$ cat src/rtl/dac_dither.sv
module dac_dither #(
  parameter int INT_W  = 16,
  parameter int FRAC_W = 8
) (
  input  logic                      clk,
  input  logic                      rst,
  input  logic                      strobe,
  input  logic                      holdover,
  input  logic [INT_W+FRAC_W-1:0]   tune_word,
  output logic [INT_W-1:0]          dac_code
);
  localparam int TW_W = INT_W + FRAC_W;
  localparam logic [INT_W-1:0] MID_CODE = INT_W'(1) << (INT_W - 1);

  logic [TW_W-1:0]   word_q;
  logic [TW_W-1:0]   word_sel;
  logic [FRAC_W-1:0] acc_q;
  logic [FRAC_W:0]   sum;
  logic [INT_W-1:0]  base;
  logic [FRAC_W-1:0] frac;
  logic              at_top;

  assign word_sel = holdover ? word_q : tune_word;
  assign base     = word_sel[TW_W-1:FRAC_W];
  assign frac     = word_sel[FRAC_W-1:0];
  assign sum      = {1'b0, acc_q} + {1'b0, frac};
  assign at_top   = &base;

  always_ff @(posedge clk) begin
    if (rst) begin
      acc_q    <= '0;
      word_q   <= {MID_CODE, {FRAC_W{1'b0}}};
      dac_code <= MID_CODE;
    end else if (strobe) begin
      acc_q <= sum[FRAC_W-1:0];
      if (!holdover) word_q <= tune_word;
      dac_code <= (sum[FRAC_W] && !at_top) ? base + INT_W'(1) : base;
    end
  end

  assert_reset_R1: assert property (@(posedge clk)
    rst |=> (dac_code == MID_CODE && acc_q == '0));

  assert_quiet_R2: assert property (@(posedge clk) disable iff (rst)
    !strobe |=> $stable(dac_code));

  assert_adjacent_R3: assert property (@(posedge clk) disable iff (rst)
    strobe |=> (dac_code == $past(base) || dac_code == $past(base) + INT_W'(1)));

  assert_no_wrap_R6: assert property (@(posedge clk) disable iff (rst)
    (strobe && at_top) |=> (&dac_code));

  assert_hold_word_R7: assert property (@(posedge clk) disable iff (rst)
    holdover |=> $stable(word_q));
endmodule

$ cat config.mk
export PLATFORM = sky130hd
export DESIGN_NAME = dac_dither
export DESIGN_NICKNAME = d
export VERILOG_FILES = /design/src/rtl/dac_dither.sv
export SDC_FILE = /design/constraint.sdc
export NUM_CORES = 1
export LEC_CHECK = 0
export BUFFER_PORTS_ARGS = -buffer_cell sky130_fd_sc_hd__buf_4
export CAP_MARGIN = 20
export CORE_ASPECT_RATIO = 1.5
export CORE_MARGIN = 3
export CORE_UTILIZATION = 50
export CTS_BUF_LIST = sky130_fd_sc_hd__clkbuf_4
export CTS_CLUSTER_SIZE = 16
export DETAILED_ROUTE_END_ITERATION = 7
export GPL_TIMING_DRIVEN = 1
export HOLD_SLACK_MARGIN = 0.05
export PLACE_DENSITY_LB_ADDON = 0.2
export SYNTH_ARGS = -nofsm -noshare
export SYNTH_HDL_FRONTEND = slang
export SYNTH_SLANG_ARGS = --single-unit
$ cat constraint.sdc
create_clock -name clk -period 7.05 [get_ports clk]
set_input_delay 1.41 -clock clk [delete_from_list [all_inputs] [get_ports clk]]
set_output_delay 1.41 -clock clk [all_outputs]
set_load 0.05 [all_outputs]
==> run metrics <==
status=completed; Worst Max-Slew Pin Slew=1070 ps; Antenna Violating Nets Remaining=0; post-layout min period=roughly 4000 ps; drt pass-1 iters=4; CP Max Fanout=49; Peak VDD IR=between 0.00015 and 0.0002 V; # rows=32; Max-slew headroom=28.5%; post-synthesis cell area=between 0.002 and 0.003 mm^2; crit path kind=input port to flop; CTS Buffer Depth=2; Fin Setup TNS=0 ps; TritonCTS buffer count=5; max cap viols=0; DIE WIDTH=between 60 and 70 um; clock skew=~26 ps; sequential area share after synthesis=34.5%; EDFF count, synth=0; via count=approximately 2500; count of state elements after synthesis=48; Finished Layout Cells=between 400 and 500; CP Launch Point=holdover; syn_area_per_cell=roughly 8.4 um^2; crit path to=dac_code[6]; total grt overflow=0; total wire length=between 6000 and 7000 um; vias in the first global route=2337; Port Buffers=43; ys flop type=dfxtp_1; Period Utilization, post-route=58.1%; Leak=around 0.0013 uW; first-pass GRT wire length=~11000 um; clock root buffer=clkbuf_4; Final Slew Violations=0; # fillers=492; WL per Instance=14.8 um; gr usage total=roughly 20%; HP Class=flop to flop; RSZ-0062 raised after global routing=false; Mapped Nets=about 370; Final Wtd Congestion=~0.80; Worst Reg-to-Reg Cells=8; post-layout util=60.0%; # nets final=397; Crit. End Element=flop; ant diodes=0; Reg-to-Reg Start=word_q[2]; Req. time, crit path=about 7400 ps; Synthesis Warnings=0; Power Density=a little under 200 mW/mm^2; via/cell ratio=~6; Layout area overhead=13.9%; unique cell type count in the Yosys netlist=between 50 and 60; Final setup violation count=0; commonest non-fill, non-tap cell in the layout=nor2_1; Worst setup SP type=input port; Placed Cells=between 400 and 500; crit path DAT=roughly 4400 ps; ratio of cells with drive above 1 in the final layout=about a fifth; core box area=between 0.005 and 0.006 mm^2; Post-CTS Setup Bufs=0; H-tree Lvls=2; Hold Startpoint=word_q[5]; synthesized instance count=331; CTS Sinks=48; CTS tree=yes; die area=~0.0065 mm^2; post-CTS sizing=0; Async SR Flop Fraction=0%; Residual DRC=0; commonest non-fill, non-tap cells in the layout=nor2_1, dfxtp_1, buf_4; clk_lat worst skew=between 300 and 400 ps; Final Hold Viols=0; DRT iter0 DRCs=about 150; Die Height=around 97 um; CTS Hold Buffers Added=0; I/O pin cnt=44; largest net degree at the start of global routing=59; antenna violations before repair=0; starting density of the core=52.7%; DPL Wire Length=around 4400 um; FF-to-FF End=dac_code[6]; Worst-path clk slew=160 ps; R2R setup slack=approximately 4300 ps; fmax=about 0.24 GHz
## state kept, by name, indices dropped and copies added, names as in the netlist
register,flops
dac_code,16
word_q,24
acc_q,8
## worst max-delay path: stages
cell and delay, ps:
buf_4 420, mux2_2 410, ha_1 360, a211oi_1 130, o211ai_1 230, nand2_1 140, a21oi_2 800, a31oi_1 200
nor4_1 280
## cell type report
cell class | instances | area, um^2 | area share, %
clock buffer | 5 | 37.5 | 1.18
sequential | 48 | 961 | 30.3
timing repair buffer | 43 | 323 | 10.2
tap | 68 | 85.1 | 2.68
inverter | 9 | 33.8 | 1.06
clock inverter | 3 | 42.5 | 1.34
multi-input combinational | 252 | 1690 | 53.3
## how the worst min path moves through the flow
stage / end / depth (start not counted)
2_1_floorplan: word_q[0] / 2
6_report: word_q[5] / 2
3_5_place_dp: word_q[2] / 2
4_1_cts: word_q[1] / 2
5_1_grt: acc_q[5] / 2
3_3_place_gp: word_q[0] / 2
## Yosys cell counts (7+ instances only)
| cell | count | area share, % |
|---|---|---|
| nor2_1 | 50 | 6.7 |
| dfxtp_1 | 48 | 35 |
| a21oi_1 | 18 | 3.2 |
| nand2_1 | 18 | 2.4 |
| nor3_1 | 17 | 3.1 |
| a211oi_1 | 14 | 3.8 |
| mux2i_1 | 14 | 5.0 |
| clkbuf_1 | 13 | 1.8 |
| mux2_2 | 10 | 4.0 |
| ha_1 | 9 | 4.0 |
| inv_1 | 9 | 1.2 |
| a211o_1 | 8 | 2.5 |
| nor2b_1 | 8 | 1.8 |
| nand3_1 | 7 | 1.3 |
| nand4_1 | 7 | 1.6 |
## metrics by stage
stage	setup slack [ps]	area, um^2	hold WS, ps	power (uW)
after floorplan	2670	2790	456	431
after global placement	2720	3090	466	469
after detailed placement	2610	3090	474	473
after CTS	3010	3170	492	636
after global routing	2720	3170	519	664
final	2960	3170	487	630
## cell families (layout without fill, tap and decap cells)
family / Yosys count / after routing / share of synthesized area [%]
multiplexers: 24 / 24 / 9.07
AO/OA/AOI/OAI: 81 / 81 / 21.3
XOR/XNOR: 5 / 5 / 1.57
flip-flops: 48 / 48 / 34.5
adder cells (fa/ha/maj): 10 / 10 / 4.76
buffers and inverters: 31 / 60 / 4.81
AND/OR/NAND/NOR: 132 / 132 / 24.0
## report_power, final
| group | total, uW | leakage [uW] | internal [uW] | switching [uW] |
|---|---|---|---|---|
| combinational | 161 | 0.000844 | 66.0 | 94.5 |
| sequential | 306 | 0.000396 | 292 | 13.6 |
| clock | 163 | 0.0000412 | 74.1 | 89.4 |
| total | 630 | 0.00128 | 433 | 197 |
## routing by layer
layer / vias up / part of all wire (%) / track usage [%] / wire (um)
met5: - / 0 / 0 / 0
li1: 1274 / - / - / -
met1: 1207 / 43 / 25.9 / 2730
met3: 8 / 3.7 / 2.78 / 237
met2: 56 / 52 / 34.6 / 3290
met4: 0 / 1.4 / 5.78 / 91
No activity file was read; power rests on OpenSTA's default activity.
